`src/rtl/drc_pkg.sv`:
```
// Shared definitions for the two-path interrupt controller.
// Assumes word-addressed register access (byte offset divided by four).
package drc_pkg;
    typedef enum logic [2:0] {
        W_RAW     = 3'd0,
        W_EN      = 3'd1,
        W_SEL     = 3'd2,
        W_NRM_ST  = 3'd3,
        W_FST_ST  = 3'd4,
        W_PRIO    = 3'd5,
        W_NRM_TOP = 3'd6,
        W_FST_TOP = 3'd7
    } word_e;
endpackage

```
`src/rtl/drc_regs.sv`:
```
// Writable configuration words: enable mask, path select mask, priority word.
// Assumes one write per cycle; any word outside these three is not stored here.
module drc_regs
    import drc_pkg::*;
#(
    parameter int NUM_SRC = 32,
    parameter int DATA_W  = 32
) (
    input  logic               clk,
    input  logic               rst_n,
    input  logic               wr_en,
    input  word_e              wr_word,
    input  logic [DATA_W-1:0]  wr_data,
    output logic [NUM_SRC-1:0] en_q,
    output logic [NUM_SRC-1:0] sel_q,
    output logic [DATA_W-1:0]  prio_q
);
    // Store the enable mask.
    always_ff @(posedge clk) begin
        if (!rst_n)                            en_q <= '0;
        else if (wr_en && wr_word == W_EN)     en_q <= wr_data[NUM_SRC-1:0];
    end

    // Store the path select mask.
    always_ff @(posedge clk) begin
        if (!rst_n)                            sel_q <= '0;
        else if (wr_en && wr_word == W_SEL)    sel_q <= wr_data[NUM_SRC-1:0];
    end

    // Store the priority word, kept for software only.
    always_ff @(posedge clk) begin
        if (!rst_n)                            prio_q <= '0;
        else if (wr_en && wr_word == W_PRIO)   prio_q <= wr_data;
    end

    // without a matching write the enable mask does not move
    p_en_hold_r8: assert property (@(posedge clk) disable iff (!rst_n)
        !(wr_en && wr_word == W_EN) |=> $stable(en_q));
    // without a matching write the select mask does not move
    p_sel_hold_r8: assert property (@(posedge clk) disable iff (!rst_n)
        !(wr_en && wr_word == W_SEL) |=> $stable(sel_q));
    // a write to the priority word is stored
    p_prio_store_r3: assert property (@(posedge clk) disable iff (!rst_n)
        (wr_en && wr_word == W_PRIO) |=> prio_q == $past(wr_data));
endmodule

```
`src/rtl/drc_route.sv`:
```
// Splits the enabled lines into the normal and fast paths and forms the request lines.
// Assumes the line levels are already synchronous to the clock.
module drc_route #(
    parameter int NUM_SRC = 32
) (
    input  logic [NUM_SRC-1:0] raw,
    input  logic [NUM_SRC-1:0] en,
    input  logic [NUM_SRC-1:0] sel,
    output logic [NUM_SRC-1:0] nrm_vec,
    output logic [NUM_SRC-1:0] fst_vec,
    output logic               nrm_any,
    output logic               fst_any
);
    // Steer each enabled line by its select bit: 1 goes to the fast path.
    always_comb begin
        for (int i = 0; i < NUM_SRC; i++) begin
            nrm_vec[i] = raw[i] & en[i] & ~sel[i];
            fst_vec[i] = raw[i] & en[i] &  sel[i];
        end
        nrm_any = |nrm_vec;
        fst_any = |fst_vec;
    end
endmodule

```
`src/rtl/drc_pick.sv`:
```
// Fixed-priority picker: reports the lowest-numbered set bit of a vector.
// Assumes NUM_SRC fits in IDX_W bits of index.
module drc_pick #(
    parameter int NUM_SRC = 32,
    parameter int IDX_W   = $clog2(NUM_SRC)
) (
    input  logic               clk,
    input  logic               rst_n,
    input  logic [NUM_SRC-1:0] vec,
    output logic               valid,
    output logic [IDX_W-1:0]   idx
);
    // Scan from the top down so the lowest set bit is written last and wins.
    always_comb begin
        valid = 1'b0;
        idx   = '0;
        for (int i = NUM_SRC - 1; i >= 0; i--) begin
            if (vec[i]) begin
                valid = 1'b1;
                idx   = IDX_W'(i);
            end
        end
    end

    // Mask of positions below the reported index, used only by the checks.
    logic [NUM_SRC-1:0] below;
    always_comb begin
        for (int i = 0; i < NUM_SRC; i++) below[i] = (IDX_W'(i) < idx);
    end

    // the reported line is really pending
    p_top_pending_r6: assert property (@(posedge clk) disable iff (!rst_n)
        valid |-> vec[idx]);
    // no lower-numbered line is pending
    p_top_lowest_r6: assert property (@(posedge clk) disable iff (!rst_n)
        valid |-> (vec & below) == '0);
    // with no valid flag the vector is empty and the index is 0
    p_top_empty_r7: assert property (@(posedge clk) disable iff (!rst_n)
        !valid |-> (vec == '0 && idx == '0));
endmodule

```
`src/rtl/drc_intc.sv`:
```
// Two-path level interrupt controller top: register port, routing, two pickers.
// Assumes synchronised inputs; read data is registered, request lines are not.
module drc_intc
    import drc_pkg::*;
#(
    parameter int NUM_SRC = 32,
    parameter int DATA_W  = 32
) (
    input  logic               clk,
    input  logic               rst_n,
    input  logic [NUM_SRC-1:0] src_lvl,
    input  logic [2:0]         bus_word,
    input  logic               bus_we,
    input  logic [DATA_W-1:0]  bus_wdata,
    output logic [DATA_W-1:0]  bus_rdata,
    output logic               irq_o,
    output logic               fiq_o
);
    localparam int IDX_W = $clog2(NUM_SRC);

    word_e              word;
    logic [NUM_SRC-1:0] en_q, sel_q, nrm_vec, fst_vec;
    logic [DATA_W-1:0]  prio_q;
    logic               nrm_valid, fst_valid;
    logic [IDX_W-1:0]   nrm_idx, fst_idx;

    assign word = word_e'(bus_word);

    drc_regs #(.NUM_SRC(NUM_SRC), .DATA_W(DATA_W)) u_regs (
        .clk(clk), .rst_n(rst_n), .wr_en(bus_we), .wr_word(word),
        .wr_data(bus_wdata), .en_q(en_q), .sel_q(sel_q), .prio_q(prio_q)
    );

    drc_route #(.NUM_SRC(NUM_SRC)) u_route (
        .raw(src_lvl), .en(en_q), .sel(sel_q),
        .nrm_vec(nrm_vec), .fst_vec(fst_vec), .nrm_any(irq_o), .fst_any(fiq_o)
    );

    drc_pick #(.NUM_SRC(NUM_SRC), .IDX_W(IDX_W)) u_pick_nrm (
        .clk(clk), .rst_n(rst_n), .vec(nrm_vec), .valid(nrm_valid), .idx(nrm_idx)
    );

    drc_pick #(.NUM_SRC(NUM_SRC), .IDX_W(IDX_W)) u_pick_fst (
        .clk(clk), .rst_n(rst_n), .vec(fst_vec), .valid(fst_valid), .idx(fst_idx)
    );

    // Widen a line vector to a data word.
    function automatic logic [DATA_W-1:0] widen(input logic [NUM_SRC-1:0] v);
        logic [DATA_W-1:0] w;
        w = '0;
        w[NUM_SRC-1:0] = v;
        return w;
    endfunction

    // Pack a valid flag and an index into a top-index word.
    function automatic logic [DATA_W-1:0] top_word(input logic v, input logic [IDX_W-1:0] i);
        logic [DATA_W-1:0] w;
        w = '0;
        w[DATA_W-1]  = v;
        w[IDX_W-1:0] = i;
        return w;
    endfunction

    // Read multiplexer, registered so data follows the address by one cycle.
    always_ff @(posedge clk) begin
        if (!rst_n) bus_rdata <= '0;
        else begin
            unique case (word)
                W_RAW:     bus_rdata <= widen(src_lvl);
                W_EN:      bus_rdata <= widen(en_q);
                W_SEL:     bus_rdata <= widen(sel_q);
                W_NRM_ST:  bus_rdata <= widen(nrm_vec);
                W_FST_ST:  bus_rdata <= widen(fst_vec);
                W_PRIO:    bus_rdata <= prio_q;
                W_NRM_TOP: bus_rdata <= top_word(nrm_valid, nrm_idx);
                W_FST_TOP: bus_rdata <= top_word(fst_valid, fst_idx);
                default:   bus_rdata <= '0;
            endcase
        end
    end

    // raw levels appear on the read port one edge after being addressed
    p_read_latency_r2: assert property (@(posedge clk) disable iff (!rst_n)
        (bus_word == 3'd0) |=> bus_rdata[NUM_SRC-1:0] == $past(src_lvl));
    // the normal request line implies an enabled, normal-routed asserted line
    p_irq_cause_r5: assert property (@(posedge clk) disable iff (!rst_n)
        irq_o |-> (src_lvl & en_q & ~sel_q) != '0);
    // the fast request line implies an enabled, fast-routed asserted line
    p_fiq_cause_r5: assert property (@(posedge clk) disable iff (!rst_n)
        fiq_o |-> (src_lvl & en_q & sel_q) != '0);
    // a line is never pending on both paths
    p_paths_apart_r4: assert property (@(posedge clk) disable iff (!rst_n)
        (nrm_vec & fst_vec) == '0);
endmodule

```
`config.mk`:
```
export PLATFORM = sky130hd
export DESIGN_NAME = drc_intc
export DESIGN_NICKNAME = d
export VERILOG_FILES = /design/src/rtl/drc_pkg.sv /design/src/rtl/drc_regs.sv /design/src/rtl/drc_route.sv /design/src/rtl/drc_pick.sv /design/src/rtl/drc_intc.sv
export SDC_FILE = /design/constraint.sdc
export NUM_CORES = 1
export LEC_CHECK = 0
export ABC_AREA = 1
export CAP_MARGIN = 5
export CORE_MARGIN = 3
export CORE_UTILIZATION = 50
export CTS_CLUSTER_DIAMETER = 30
export DETAILED_ROUTE_END_ITERATION = 8
export HOLD_SLACK_MARGIN = 0.05
export PLACE_DENSITY = 0.75
export SLEW_MARGIN = 20
export SYNTH_ARGS = -nofsm -noshare
export SYNTH_HDL_FRONTEND = slang
export SYNTH_SLANG_ARGS = --single-unit
export TNS_END_PERCENT = 100
```
`constraint.sdc`:
```
create_clock -name clk -period 5.9 [get_ports clk]
set_clock_uncertainty 0.1 [all_clocks]
set_input_delay 0.59 -clock clk [delete_from_list [all_inputs] [get_ports clk]]
set_output_delay 0.59 -clock clk [all_outputs]
set_load 0.005 [all_outputs]
```
==> impl_metrics.ini <==
[synthesis]
synth_edf_count = 0
ys.flop_type = dfxtp_1
ys_ff_latch = 128
synth.area.top_cells = dfxtp_1 (40%), nand2_1 (9.1%), nor2_1 (8.7%), a21oi_1 (8.1%), o21ai_0 (5.9%)
syn_avg_cell_area_um2 = 6.76
ys_async_sr_fraction = 0
synth_cells = 950
syn_area_um2 = 6420
ys_seq_area_frac = 0.399
ys_types = 31
synth_common_cells = nand2_1 (155), nor2_1 (149), dfxtp_1 (128)
syn_nets = 1020
synth.most_common_cell = nand2_1
synth_top_cell_area_share = 0.399
synth_top_cell_by_area = dfxtp_1
yosysWarnings = 0

[final_layout]
seqCellArea_um2 = 2560
drive_above_1_share = 0.0592
final_cells = 1215
multi_input_area_um2 = 3270
syn2layout_area_growth_pct = 26.1
num_antenna_cells = 0
nNetsFinal = 1105
n_fill_cell = 1094

[clocking]
clock-root-buffer = clkbuf_16
post_cts_buffers = 0
cts_tree = built
worst_skew_pair.late_latency_ps = 430
post_cts_resized = 0
ctsHoldBuffers = 0
clk_pin_slew_ps = 50
h-tree-depth = 4
numCtsBuffers = 17
clock_sinks = 128
clockBufferDepth = 2

[sta]
max_freq_mhz = 291
rsz0062_at_grt = false
worst_pin_slew_ps = 707
setup_tns_ps = 0
hold_ws_ps = 356
finalSetupViolations = 0
hold_viol_final = 0
finalCriticalPeriod_ps = 3440
slew_viol_final = 0
slew_headroom = 0.526
fin_crit_sh = 0.583

[detailed_routing]
avgRoutedWirePerCell_um = 16.1
drc_errors = 0
via_per_inst = 5.69
wirelength_um = 19600
antenna_left = 0
drt-initial-drc-count = 816
drt_first_pass_iters = 8
vias = 6908

[global_route]
grt_pass1_vias = 6480
gr-total-overflow = 0
use_met1 = 0.354
grt_pass1_wl_um = 31900
antenna_found_initial = 0
grt_start_max_net_pins = 78
grtUsageMet3 = 0.0655
grt.busiest_layer = met2
use_met2 = 0.461
grt_use_total = 0.280

[floorplanning]
coreArea_um2 = 12300
initial_utilization = 0.524
chipWidth_um = 119
die_h_um = 119
pin_count = 104
die_area_um2 = 14200
rows = 40

[power]
p_sw_uw = 530
intPower_mw = 1.57
p_seq_frac = 0.433
p_sw_frac = 0.253
pwr-share-comb = 0.116
power.share.clock = 0.451
peakVddDrop_mv = 0.215
p_leak_nw = 3.12
power_density_nw_per_um2 = 259

[status]
outcome = completed

[worst_setup_path]
max_stage_delay_ps = 510
crit_type = input pin to output port
endpoint_kind = output port
slowest_stage = clkdlybuf4s50_1
required_ps = 5210
path_cells = clkdlybuf4s50_1, nand3b_1, nand2_1, nor2_1, inv_1, nor4_1, nand3_1, clkdlybuf4s50_1
cp_max_fo = 4
crit_start = src_lvl[28]
r2r-end = bus_rdata[0]$_SDFF_PN0_
r2r_cells = 35
crit_top_cell = clkdlybuf4s50_1
critPathLaunchType = input pin
cp.arrival_ps = 2750
r2r-start = u_regs.en_q[30]$_SDFFE_PN0P_
cp-endpoint = irq_o
r2r_setup_slack_ps = 3250

[min_path]
holdPathStages = 2
hp-class = flip-flop to flip-flop

[placement]
dpl.hpwl_um = 12700
portBuffers = 103
gp_congestion = 0.886
post-place-cells = 1184

[run]
drv_cap = 0
-- worst min-delay path by stage --
stage	startpoint	to	slack (ps)
2_1_floorplan	u_regs.prio_q[1]$_SDFFE_PN0P_	u_regs.prio_q[1]$_SDFFE_PN0P_	330
3_3_place_gp	u_regs.prio_q[0]$_SDFFE_PN0P_	u_regs.prio_q[0]$_SDFFE_PN0P_	350
3_5_place_dp	u_regs.prio_q[28]$_SDFFE_PN0P_	u_regs.prio_q[28]$_SDFFE_PN0P_	350
4_1_cts	u_regs.prio_q[28]$_SDFFE_PN0P_	u_regs.prio_q[28]$_SDFFE_PN0P_	360
5_1_grt	u_regs.prio_q[28]$_SDFFE_PN0P_	u_regs.prio_q[28]$_SDFFE_PN0P_	380
6_report	u_regs.prio_q[7]$_SDFFE_PN0P_	u_regs.prio_q[7]$_SDFFE_PN0P_	360
-- state kept, by name (all words and copies together) (netlist names) --
| register | cells |
|---|---|
| u_regs.en_q | 32 |
| u_regs.prio_q | 32 |
| bus_rdata | 32 |
| u_regs.sel_q | 32 |
-- kinds of logic (layout without fill, tap and decap cells) --
group / after synthesis / count (layout) / synth area share
buf+inv: 159 / 256 / 0.0929
compound gates: 266 / 266 / 0.248
simple gates: 397 / 397 / 0.260
flops: 128 / 128 / 0.399
-- final cells by class --
| type | count | share of cell area |
|---|---|---|
| clock inverter | 6 | 0.00402 |
| timing repair buffer | 115 | 0.138 |
| inverter | 110 | 0.0510 |
| multi-input combinational | 663 | 0.404 |
| tap | 168 | 0.0260 |
| sequential | 128 | 0.316 |
| clock buffer | 25 | 0.0612 |
-- cell usage in the layout, fill, tap and decap left out, types with 13 or more instances in the layout --
master and count:
a221oi_1 36, a21oi_1 104, nand3_1 62, inv_1 96, clkdlybuf4s50_1 102, nand2_1 155, nor2_1 148, dfxtp_1 128
nor3_1 17, clkbuf_16 17, o21ai_0 76, o221ai_1 13
-- power by group through the flow --
stage,Clock [mW],Sequential (mW),Combinational (mW)
floorplan,0,0.925,0.119
global placement,0,0.927,0.237
detailed placement,0,0.927,0.238
CTS,0.950,0.909,0.240
global route,0.995,0.912,0.268
finish,0.948,0.910,0.243
-- metrics by stage --
stage,power [mW],util,setup slack [ps],area (um^2)
floorplan,1.04,-,3460,6420
global placement,1.16,0.617,2550,7570
detailed placement,1.17,0.617,2480,7570
CTS,2.10,0.661,2510,8100
global route,2.17,0.661,2280,8100
finish,2.10,0.661,2460,8100
-- per-layer routing --
layer	part of all wire	routed length [um]
met1	0.42	8320
met2	0.47	9260
met3	0.086	1690
met4	0.018	351
met5	0	0
-- worst max-delay path, delay by kind of cell --
kind | cells | cell delay [ps]
simple gates | 5 | 1090
buf+inv | 3 | 1060
No activity file was read; power rests on OpenSTA's default activity.
